<file path="src/rtl/rxctl_pkg.sv">
package rxctl_pkg;
  // register offsets, bytes
  localparam int OFF_CFG   = 'h00;
  localparam int OFF_LANES = 'h04;
  localparam int OFF_PCFG  = 'h08;
  localparam int OFF_STAT  = 'h10;
  localparam int OFF_GIE   = 'h20;
  localparam int OFF_IER   = 'h28;

  localparam int LANE_W = 2;
  localparam int STAT_W = 2;
  localparam int REG_W  = 32;

  typedef enum logic [1:0] {
    PK_IDLE  = 2'd0,
    PK_BUSY  = 2'd1,
    PK_CLOSE = 2'd2
  } pk_state_t;
endpackage

</file>
<file path="src/rtl/rxctl_sync.sv">
module rxctl_sync #(
  parameter int WIDTH = 2
) (
  input  logic             clk,
  input  logic             rst_n,
  input  logic [WIDTH-1:0] d,
  output logic [WIDTH-1:0] q
);
  logic [WIDTH-1:0] stage1_q;
  logic [WIDTH-1:0] stage2_q;

  // one pair of flops per level bit
  for (genvar i = 0; i < WIDTH; i++) begin : g_bit
    always_ff @(posedge clk or negedge rst_n) begin
      if (!rst_n) begin
        stage1_q[i] <= 1'b0;
        stage2_q[i] <= 1'b0;
      end else begin
        stage1_q[i] <= d[i];
        stage2_q[i] <= stage1_q[i];
      end
    end
  end

  assign q = stage2_q;
endmodule

</file>
<file path="src/rtl/rxctl_regs.sv">
module rxctl_regs
  import rxctl_pkg::*;
#(
  parameter int              ADDR_W   = 8,
  parameter int              PCFG_W   = 8,
  parameter logic [PCFG_W-1:0] PCFG_RST = 8'h10,
  parameter int              IER_W    = 2
) (
  input  logic              clk,
  input  logic              rst_n,
  input  logic              wr_en,
  input  logic [ADDR_W-1:0] addr,
  input  logic [REG_W-1:0]  wdata,
  output logic [REG_W-1:0]  rdata,
  input  logic [STAT_W-1:0] stat,
  output logic              run_en,
  output logic              soft_rst
);
  logic              en_q, en_d;
  logic              sr_q, sr_d;
  logic [LANE_W-1:0] lanes_q, lanes_d;
  logic [PCFG_W-1:0] pcfg_q, pcfg_d;
  logic              gie_q, gie_d;
  logic [IER_W-1:0]  ier_q, ier_d;
  logic              reg_ce;
  logic              unused_wdata;

  assign unused_wdata = ^wdata;

  // next-state
  always_comb begin
    en_d    = en_q;
    sr_d    = sr_q;
    lanes_d = lanes_q;
    pcfg_d  = pcfg_q;
    gie_d   = gie_q;
    ier_d   = ier_q;
    if (wr_en) begin
      case (addr)
        ADDR_W'(OFF_CFG): begin
          en_d = wdata[0];
          sr_d = wdata[1];
        end
        ADDR_W'(OFF_LANES): lanes_d = wdata[LANE_W-1:0];
        ADDR_W'(OFF_PCFG):  pcfg_d  = wdata[PCFG_W-1:0];
        ADDR_W'(OFF_GIE):   gie_d   = wdata[0];
        ADDR_W'(OFF_IER):   ier_d   = wdata[IER_W-1:0];
        default: ;
      endcase
    end
    // soft reset pins the clearable registers at their defaults
    if (sr_q) begin
      pcfg_d = PCFG_RST;
    end
  end

  assign reg_ce = wr_en | sr_q;

  always_ff @(posedge clk or negedge rst_n) begin
    if (!rst_n) begin
      en_q    <= 1'b1;
      sr_q    <= 1'b0;
      lanes_q <= '0;
      pcfg_q  <= PCFG_RST;
      gie_q   <= 1'b0;
      ier_q   <= '0;
    end else if (reg_ce) begin
      en_q    <= en_d;
      sr_q    <= sr_d;
      lanes_q <= lanes_d;
      pcfg_q  <= pcfg_d;
      gie_q   <= gie_d;
      ier_q   <= ier_d;
    end
  end

  // read mux
  always_comb begin
    rdata = '0;
    case (addr)
      ADDR_W'(OFF_CFG): begin
        rdata[0] = en_q;
        rdata[1] = sr_q;
      end
      ADDR_W'(OFF_LANES): rdata[LANE_W-1:0] = lanes_q;
      ADDR_W'(OFF_PCFG):  rdata[PCFG_W-1:0] = pcfg_q;
      ADDR_W'(OFF_STAT):  rdata[STAT_W-1:0] = stat;
      ADDR_W'(OFF_GIE):   rdata[0]          = gie_q;
      ADDR_W'(OFF_IER):   rdata[IER_W-1:0]  = ier_q;
      default: ;
    endcase
  end

  assign run_en   = en_q;
  assign soft_rst = sr_q;
endmodule

</file>
<file path="src/rtl/rxctl_flush.sv">
module rxctl_flush #(
  parameter int NUM_FIFO = 3
) (
  input  logic                clk,
  input  logic                rst_n,
  input  logic                halt,
  output logic [NUM_FIFO-1:0] flush
);
  logic halt_q;
  logic halt_rise;

  always_ff @(posedge clk or negedge rst_n) begin
    if (!rst_n) begin
      halt_q <= 1'b0;
    end else begin
      halt_q <= halt;
    end
  end

  assign halt_rise = halt & ~halt_q;

  for (genvar i = 0; i < NUM_FIFO; i++) begin : g_fifo
    assign flush[i] = halt_rise;
  end
endmodule

</file>
<file path="src/rtl/rxctl_pkt.sv">
module rxctl_pkt
  import rxctl_pkg::*;
#(
  parameter int TDATA_W = 32
) (
  input  logic               clk,
  input  logic               rst_n,
  input  logic               halt,
  input  logic               in_valid,
  input  logic [TDATA_W-1:0] in_data,
  input  logic               in_last,
  output logic               in_ready,
  output logic               m_tvalid,
  output logic [TDATA_W-1:0] m_tdata,
  output logic               m_tlast,
  output logic [1:0]         m_tuser,
  input  logic               m_tready
);
  pk_state_t state_q, state_d;
  logic      pass;
  logic      take;

  assign pass = ~halt & (state_q != PK_CLOSE);
  assign take = pass & in_valid & m_tready;

  always_comb begin
    state_d = state_q;
    case (state_q)
      PK_IDLE:  if (take && !in_last) state_d = PK_BUSY;
      PK_BUSY: begin
        if (halt)                 state_d = PK_CLOSE;
        else if (take && in_last) state_d = PK_IDLE;
      end
      PK_CLOSE: if (m_tready)     state_d = PK_IDLE;
      default:                    state_d = PK_IDLE;
    endcase
  end

  always_ff @(posedge clk or negedge rst_n) begin
    if (!rst_n) begin
      state_q <= PK_IDLE;
    end else begin
      state_q <= state_d;
    end
  end

  always_comb begin
    in_ready = pass & m_tready;
    if (state_q == PK_CLOSE) begin
      m_tvalid = 1'b1;
      m_tdata  = '0;
      m_tlast  = 1'b1;
      m_tuser  = 2'b10;
    end else begin
      m_tvalid = pass & in_valid;
      m_tdata  = in_data;
      m_tlast  = in_last;
      m_tuser  = {1'b0, state_q == PK_IDLE};
    end
  end
endmodule

</file>
<file path="src/rtl/rx_enable_ctrl.sv">
module rx_enable_ctrl
  import rxctl_pkg::*;
#(
  parameter int                ADDR_W   = 8,
  parameter int                TDATA_W  = 32,
  parameter int                NUM_FIFO = 3,
  parameter int                PCFG_W   = 8,
  parameter logic [PCFG_W-1:0] PCFG_RST = 8'h10,
  parameter int                IER_W    = 2
) (
  input  logic                clk,
  input  logic                rst_n,
  input  logic                reg_wr_en,
  input  logic [ADDR_W-1:0]   reg_addr,
  input  logic [31:0]         reg_wdata,
  output logic [31:0]         reg_rdata,
  input  logic                short_full_i,
  input  logic                line_full_i,
  output logic                lane_shutdown_o,
  output logic [NUM_FIFO-1:0] flush_o,
  input  logic                in_valid,
  input  logic [TDATA_W-1:0]  in_data,
  input  logic                in_last,
  output logic                in_ready,
  output logic                m_tvalid,
  output logic [TDATA_W-1:0]  m_tdata,
  output logic                m_tlast,
  output logic [1:0]          m_tuser,
  input  logic                m_tready
);
  logic              rst_meta_q, rst_sync_q;
  logic              rst_sync_n;
  logic [STAT_W-1:0] stat_sync;
  logic              run_en;
  logic              soft_rst;
  logic              halt;

  // asynchronous assert, synchronous release
  always_ff @(posedge clk or negedge rst_n) begin
    if (!rst_n) begin
      rst_meta_q <= 1'b0;
      rst_sync_q <= 1'b0;
    end else begin
      rst_meta_q <= 1'b1;
      rst_sync_q <= rst_meta_q;
    end
  end
  assign rst_sync_n = rst_sync_q;

  rxctl_sync #(.WIDTH(STAT_W)) u_sync (
    .clk   (clk),
    .rst_n (rst_sync_n),
    .d     ({line_full_i, short_full_i}),
    .q     (stat_sync)
  );

  rxctl_regs #(
    .ADDR_W   (ADDR_W),
    .PCFG_W   (PCFG_W),
    .PCFG_RST (PCFG_RST),
    .IER_W    (IER_W)
  ) u_regs (
    .clk      (clk),
    .rst_n    (rst_sync_n),
    .wr_en    (reg_wr_en),
    .addr     (reg_addr),
    .wdata    (reg_wdata),
    .rdata    (reg_rdata),
    .stat     (stat_sync),
    .run_en   (run_en),
    .soft_rst (soft_rst)
  );

  assign halt            = ~run_en | soft_rst;
  assign lane_shutdown_o = ~run_en;

  rxctl_flush #(.NUM_FIFO(NUM_FIFO)) u_flush (
    .clk   (clk),
    .rst_n (rst_sync_n),
    .halt  (halt),
    .flush (flush_o)
  );

  rxctl_pkt #(.TDATA_W(TDATA_W)) u_pkt (
    .clk      (clk),
    .rst_n    (rst_sync_n),
    .halt     (halt),
    .in_valid (in_valid),
    .in_data  (in_data),
    .in_last  (in_last),
    .in_ready (in_ready),
    .m_tvalid (m_tvalid),
    .m_tdata  (m_tdata),
    .m_tlast  (m_tlast),
    .m_tuser  (m_tuser),
    .m_tready (m_tready)
  );
endmodule

</file>
<file path="config.mk">
export PLATFORM = sky130hd
export DESIGN_NAME = rx_enable_ctrl
export DESIGN_NICKNAME = d
export VERILOG_FILES = /design/src/rtl/rxctl_pkg.sv /design/src/rtl/rxctl_sync.sv /design/src/rtl/rxctl_regs.sv /design/src/rtl/rxctl_flush.sv /design/src/rtl/rxctl_pkt.sv /design/src/rtl/rx_enable_ctrl.sv
export SDC_FILE = /design/constraint.sdc
export NUM_CORES = 1
export LEC_CHECK = 0
export ABC_AREA = 1
export BUFFER_PORTS_ARGS = -buffer_cell sky130_fd_sc_hd__buf_2
export CORE_MARGIN = 10
export CORE_UTILIZATION = 38
export DETAILED_ROUTE_END_ITERATION = 10
export PLACE_DENSITY = 0.76
export SYNTH_ARGS = -nofsm -noshare
export SYNTH_HDL_FRONTEND = slang
export SYNTH_HIERARCHICAL = 1
export SYNTH_SLANG_ARGS = --single-unit
</file>
<file path="constraint.sdc">
create_clock -name clk -period 1.3 [get_ports clk]
set_clock_uncertainty 0.1 [all_clocks]
set_input_delay 0.26 -clock clk [delete_from_list [all_inputs] [get_ports clk]]
set_output_delay 0.26 -clock clk [all_outputs]
set_load 0.01 [all_outputs]
</file>
==> run_results.csv, run 1 <==
group,metric,value,unit
status,status,"complete, but fails checks",
status,violations,"negative setup slack",
yosys,yosys.area.top_type,"dfrtp_1",
yosys,synth_xor_area_frac,0,
yosys,ys_seq_elements,24,
sta,max_freq,622,MHz
worst_setup_path,cp.required,940,ps
yosys,synth_area,1770,um^2
clock_tree,cts_max_level,1,
yosys,synth-main-ff-cell,"dfrtp_1",
power_and_ir_drop,power_frac_comb,0.282,
die,die-area,7790,um^2
die,die_h,88.2,um
cells_and_area,finalNonFillerCells,447,
route,vias,1970,
place,routabilityCongestion,0.855,
yosys,synthCells,268,
die,io_pins,153,
cells_and_area,drive_above_1_share,0.458,
global_route,grt_remaining_overflow,0,
run,drv_cap,0,
sta,rsz0062_at_grt,"yes",
place,place_area,2360,um^2
sta,period_needed,1610,ps
power_and_ir_drop,p_clk_frac,0.276,
worst_setup_path,critPathArrivalTime,1250,ps
cells_and_area,multi_input_area,911,um^2
route,wirelength,5900,um
die,start_util,0.398,
place,placed_cells,431,
route,viasPerCell,4.41,
global_route,grt_pass1_vias,1967,
yosys,async_flop_share,1.00,
sta,slew_violations,0,
power_and_ir_drop,p_leak,1.66,nW
yosys,netlist_top_cells_area,"dfrtp_1 31%, buf_4 13%, inv_1 12%",
cells_and_area,seqCellArea,603,um^2
clock_tree,cts_tree,"done",
route,wl_per_cell,13.2,um
power_and_ir_drop,p_sw,0.000556,W
worst_setup_path,reg2reg_slack,10,ps
clock_tree,cts_buffers,3,
cells_and_area,area_growth,58.6,%
route,firstDrtPassIters,6,
yosys,synth_top_area_share,0.311,
sta,layout_setup_ws,-308,ps
power_and_ir_drop,peakVddDrop,0.802,mV
die,coreArea,4440,um^2
route,drc,0,
yosys,synthAdderAreaFrac,0,
yosys,ys_top_cells_by_count,"55 x inv_1, 52 x nor2_1, 46 x nand2_1",
global_route,grt_first_pass_wirelength,8800,um
clock_tree,cts.path.max_buffers,2,
yosys,synth_top_family_by_area,"simple AND/OR/NAND/NOR gates",
power_and_ir_drop,swShare,0.299,
place,dp_hpwl,4710,um
global_route,antenna_found_initial,0,
sta,finalSetupViolCount,49,
clock_tree,clk_pin_slew,80,ps
clock_tree,cts.sinks,24,
route,postRouteAntennaNets,0,
place,port_buffers,104,
cells_and_area,final_nets,476,
sta,post-route-period-util,1.24,
clock_tree,cts_root_buffer,"clkbuf_8",
cells_and_area,fillers,393,
yosys,synth_seq_area_share,0.341,
route,drt_first_iter_violations,105,
yosys,syn_avg_cell_area,6.60,um^2
cells_and_area,antenna_cells,0,
cells_and_area,final_area,2810,um^2
yosys,ys_types,22,
die,rows,24,
worst_setup_path,critPathLaunchType,"flop",
worst_setup_path,path_max_fanout,28,
die,die_w,88.2,um
sta,hold_violations,0,
yosys,synth_compound_area_frac,0.0233,
global_route,grt_start_max_net_pins,29,
yosys,synthSimpleGateAreaFrac,0.370,
worst_setup_path,critPathCaptureType,"primary output",
yosys,yosysMostFrequentCell,"inv_1",
power_and_ir_drop,p_int,0.00131,W
yosys,post_synth_mux_area_share,0,
power_and_ir_drop,p_seq_frac,0.442,
worst_setup_path,path_class,"reg -> out",
worst_hold_path,hold_class,"reg -> async",
clock_tree,clk_latency,270,ps
yosys,synth_edf_count,0,
yosys,synth-warning-count,6,
power_and_ir_drop,power.density,663,nW/um^2
global_route,grt_use_total,0.137,
## registers in the layout, indices dropped and copies added, names as in the netlist
register	cells
u_regs/run_en	1
u_regs/gie_q	1
u_regs/pcfg_q	8
u_regs/lanes_q	2
u_flush/halt_q	1
rst_meta_q	1
u_sync/stage1_q	2
u_pkt/state_q	2
u_regs/soft_rst	1
u_sync/q	2
rst_sync_n	1
u_regs/ier_q	2
## layout make-up
| type | count | share of cell area |
|---|---|---|
| well taps | 52 | 0.0232 |
| clock buffers | 4 | 0.0196 |
| multi-input cells | 175 | 0.325 |
| flip-flops and latches | 24 | 0.215 |
| inverters | 60 | 0.0883 |
| repair buffers | 132 | 0.329 |
## cell families after synthesis
kind of cell / after synthesis
AND/OR/NAND/NOR: 142
other: 2
AO/OA/AOI/OAI: 8
flip-flops: 24
buffers and inverters: 92
## placed cells by master, fill, tap and decap left out
master | synthesis | routed
buf_12 | 0 | 3
buf_2 | 1 | 85
buf_4 | 31 | 16
buf_6 | 0 | 23
buf_8 | 0 | 2
clkbuf_8 | 0 | 4
conb_1 | 2 | 25
dfrtp_1 | 22 | 22
dfstp_2 | 2 | 2
dlygate4sd3_1 | 0 | 3
inv_1 | 55 | 46
inv_2 | 4 | 5
inv_4 | 0 | 9
nand2_1 | 46 | 40
nand2_2 | 3 | 5
nand2_4 | 2 | 5
nand2_8 | 0 | 1
nand3_1 | 28 | 27
nand3_2 | 0 | 1
nand4_1 | 2 | 2
nor2_1 | 52 | 41
nor2_2 | 3 | 6
nor2_4 | 2 | 10
nor2_8 | 2 | 2
nor3_2 | 0 | 1
o21ai_0 | 4 | 4
o21ai_1 | 3 | 3
o22ai_1 | 1 | 1
or2_2 | 1 | 1
## worst max-delay path, cell delays in order (launching register included)
cell and delay, ps:
dfrtp_1 430, nor2_4 160, buf_12 180, nor2_1 60, buf_2 150
## power by group through the flow
stage          sequential (W)  clock [W]  combinational, W
6_report             0.000823   0.000514          0.000525
3_3_place_gp         0.000833          0          0.000422
2_1_floorplan        0.000835          0          0.000278
3_5_place_dp         0.000833          0          0.000433
4_1_cts              0.000821   0.000531          0.000491
5_1_grt              0.000829   0.000560          0.000582
## what timing repair did
| item | 4_1_cts | 5_1_grt |
|---|---|---|
| hold buffers | 3 | 0 |
| setup buffers | 7 | 4 |
| endpoints found under the hold margin | 4 | 0 |
| gates resized for setup | 45 | 33 |
| setup endpoints to repair | 50 | 53 |
| pin swaps | 17 | 12 |
| cloned | 0 | 0 |
## stage by stage
stage          hold slack, ps  power, W  setup WS (ps)  utilization  setup TNS [ps]
2_1_floorplan            -136   0.00111           10.9            -               0
3_3_place_gp            -55.2   0.00125           -171        0.532           -1260
3_5_place_dp            -53.2   0.00127           -185        0.532           -1670
4_1_cts                  25.3   0.00184           -320        0.596          -12550
5_1_grt                  38.9   0.00197           -389        0.631          -14810
6_report                 14.9   0.00186           -308        0.631          -11960
## final timing paths
check                                  from                to  cells past startpoint
max                        u_pkt/state_q[0]       m_tdata[23]                      4
min                              rst_sync_n  u_regs/pcfg_q[7]                      0
max reg2reg                   u_regs/run_en  u_pkt/state_q[0]                      7
min reg2reg                      rst_sync_n  u_regs/pcfg_q[7]                      0
max in group asynchronous        rst_sync_n     u_regs/run_en                      1
min in group clk               reg_wdata[7]  u_regs/pcfg_q[7]                      3
## per-layer routing
layer / vias up / global-route usage / wire length [um]
li1: 987 / - / -
met1: 882 / 0.132 / 2020
met2: 96 / 0.268 / 3020
met3: 5 / 0.0487 / 802
met4: 0 / 0.0338 / 54
met5: - / 0 / 0
(Power assumes the default switching activity.)
==> inputs of run 2 (changes only) <==
ABC_AREA = default   (was 1)
CORE_UTILIZATION = 37   (was 38)
==> run 2 against run 1 <==
The flow still finishes with violations (negative setup slack). Combinational power is 29% higher. Area after synthesis is 5.7% lower. Clock-buffer cell count is 1 lower. Cell count is 21% lower. Total power is 20% higher. Sequential cell count stayed put. Cell area is 3.6% higher. Via count is 18% lower. Register-to-register slack hardly changed. Worst hold slack better by 91 ps.
==> run_results.csv, run 2 <==
group,metric,value,unit
status,status,"complete, but fails checks",
status,violations,"negative setup slack",
route,drc,0,
power_and_ir_drop,p_int,0.00165,W
yosys,synth-main-ff-cell,"dfrtp_1",
worst_setup_path,reg2reg_slack,0,ps
power_and_ir_drop,peakVddDrop,0.834,mV
clock_tree,cts.sinks,24,
yosys,yosysMostFrequentCell,"and2_1",
route,drt_first_iter_violations,39,
worst_setup_path,path_max_fanout,4,
place,pre_cts_ws,-337,ps
die,die-area,7600,um^2
run,drv_cap,0,
route,wirelength,6090,um
sta,finalSetupViolCount,49,
sta,period_needed,1680,ps
clock_tree,cts.path.max_buffers,2,
route,postRouteAntennaNets,0,
cells_and_area,largest_register_ffs,8,
clock_tree,clk_pin_slew,80,ps
worst_hold_path,min-delay-start,"m_tready",
yosys,synth_edf_count,0,
yosys,ys_top_cells_by_count,"38 x and2_1, 28 x buf_4, 22 x dfrtp_1",
global_route,grt_use_total,0.125,
place,dp_hpwl,4180,um
power_and_ir_drop,p_leak,1.47,nW
yosys,synth_top_area_share,0.330,
place,routabilityCongestion,0.834,
clock_tree,cts_max_level,1,
clock_tree,clk_latency,270,ps
worst_setup_path,r2r-start,"u_regs/run_en",
worst_setup_path,path_class,"reg -> out",
global_route,antenna_found_initial,0,
sta,slew_violations,0,
power_and_ir_drop,p_sw,0.000596,W
yosys,synthCells,169,
worst_setup_path,critPathLaunchType,"flop",
yosys,yosys.area.top_type,"dfrtp_1",
yosys,ys_seq_elements,24,
cells_and_area,drive_above_1_share,0.663,
cells_and_area,multi_input_area,1110,um^2
die,start_util,0.383,
yosys,synth-warning-count,6,
power_and_ir_drop,p_total,0.00224,W
worst_setup_path,critPathArrivalTime,1320,ps
clock_tree,cts_root_buffer,"clkbuf_8",
yosys,async_flop_share,1.00,
place,place_area,2240,um^2
cells_and_area,final_common_cell,"buf_2",
worst_hold_path,hold_class,"in -> reg",
sta,layout_setup_ws,-378,ps
worst_setup_path,timing.critical_path.from,"u_regs/run_en",
worst_setup_path,path_cells,"mux2i_1, a2bb2oi_1, o221ai_2, buf_2",
cells_and_area,seqCellArea,606,um^2
worst_setup_path,cp.required,940,ps
global_route,grt_start_max_net_pins,23,
power_and_ir_drop,p_clk_frac,0.290,
die,coreArea,4350,um^2
yosys,netlist_top_cells_area,"dfrtp_1 33%, and2_1 14%, buf_4 13%",
die,die_w,87.2,um
worst_setup_path,cpPeakStageDelay,560,ps
die,io_pins,153,
cells_and_area,fillers,338,
power_and_ir_drop,swShare,0.266,
yosys,synth_area,1670,um^2
sta,max_freq,596,MHz
route,vias,1606,
cells_and_area,area_growth,74.1,%
route,viasPerCell,4.52,
power_and_ir_drop,power_frac_comb,0.301,
sta,post-route-period-util,1.29,
cells_and_area,final_area,2910,um^2
power_and_ir_drop,power.density,771,nW/um^2
global_route,grt_pass1_vias,1585,
worst_setup_path,slowest_stage,"dfstp_2",
cells_and_area,top_register,"u_regs/pcfg_q",
yosys,syn_avg_cell_area,9.88,um^2
sta,rsz0062_at_grt,"yes",
place,port_buffers,104,
global_route,grt_first_pass_wirelength,7890,um
cells_and_area,antenna_cells,0,
yosys,ys_types,36,
clock_tree,cts_buffers,3,
die,die_h,87.2,um
clock_tree,cts_tree,"done",
die,rows,24,
cells_and_area,final_util,0.668,
power_and_ir_drop,p_seq_frac,0.409,
global_route,grt_remaining_overflow,0,
route,firstDrtPassIters,4,
yosys,synth_seq_area_share,0.361,
route,wl_per_cell,17.1,um
sta,timing.hold.ws,106,ps
worst_setup_path,critPathCaptureType,"primary output",
sta,hold_violations,0,
cells_and_area,final_nets,384,
cells_and_area,layout_common_cells,"66 x buf_2, 45 x buf_6, 32 x and2_4, 25 x conb_1, 20 x dfrtp_1",
-- run 2: timing repair --
item | 4_1_cts | 5_1_grt
setup buffers | 1 | 12
hold buffers | 3 | 0
pin swaps | 20 | 27
gates resized for setup | 19 | 87
endpoints found under the setup margin | 50 | 55
hold endpoints to repair | 4 | 0
gates cloned | 4 | 3
-- run 2: final timing paths --
kind | endpoint | cells after the start
setup / recovery | reg_rdata[0] | 4
hold / removal | u_pkt/state_q[1] | 2
setup reg to reg | u_pkt/state_q[0] | 3
hold reg to reg | u_pkt/state_q[1] | 1
max in group asynchronous | u_regs/pcfg_q[4] | 1
min in group asynchronous | u_pkt/state_q[1] | 1
-- run 2: cells by family after synthesis --
group                  after synthesis  synth area share
other                                2           0.00450
muxes                               18             0.113
AOI/OAI and AO/OA                    7            0.0300
buffers and inverters               37             0.165
DFF                                 24             0.361
and+or+nand+nor                     81             0.326
-- run 2: area by class of cell --
class	count	area share
clock buffer	3	0.0142
clock inverter	1	0.0103
inverter	3	0.00474
multi-input combinational	138	0.381
sequential	24	0.208
tap	52	0.0224
timing repair buffer	134	0.359
-- run 2: metrics by stage --
| stage | TNS [ps] | cells |
|---|---|---|
| 4_1_cts | -15160 | 341 |
| 2_1_floorplan | -705 | 192 |
| 3_3_place_gp | -7090 | 329 |
| 5_1_grt | -17980 | 355 |
| 3_5_place_dp | -7540 | 329 |
| 6_report | -15460 | 355 |
-- run 2: power groups by stage --
stage | registers, W | logic, W | clock network [W]
floorplan | 0.000917 | 0.000342 | 0
global placement | 0.000925 | 0.000487 | 0
detailed placement | 0.000925 | 0.000502 | 0
CTS | 0.000919 | 0.000527 | 0.000669
global route | 0.000932 | 0.000736 | 0.000702
finish | 0.000917 | 0.000675 | 0.000649
-- run 2: metal layers --
layer  up-vias  part of all wire  GRT usage
met5         -                 0          0
met4         0            0.0089     0.0217
met3         7             0.058     0.0356
met2        43              0.58      0.226
met1       774              0.36      0.144
li1        782                 -          -
-- run 2: critical path, delay by kind of cell, from the launching register on --
family,cells,cell delay [ps]
DFF,1,560
buffers and inverters,1,160
AOI/OAI and AO/OA,2,270
muxes,1,70
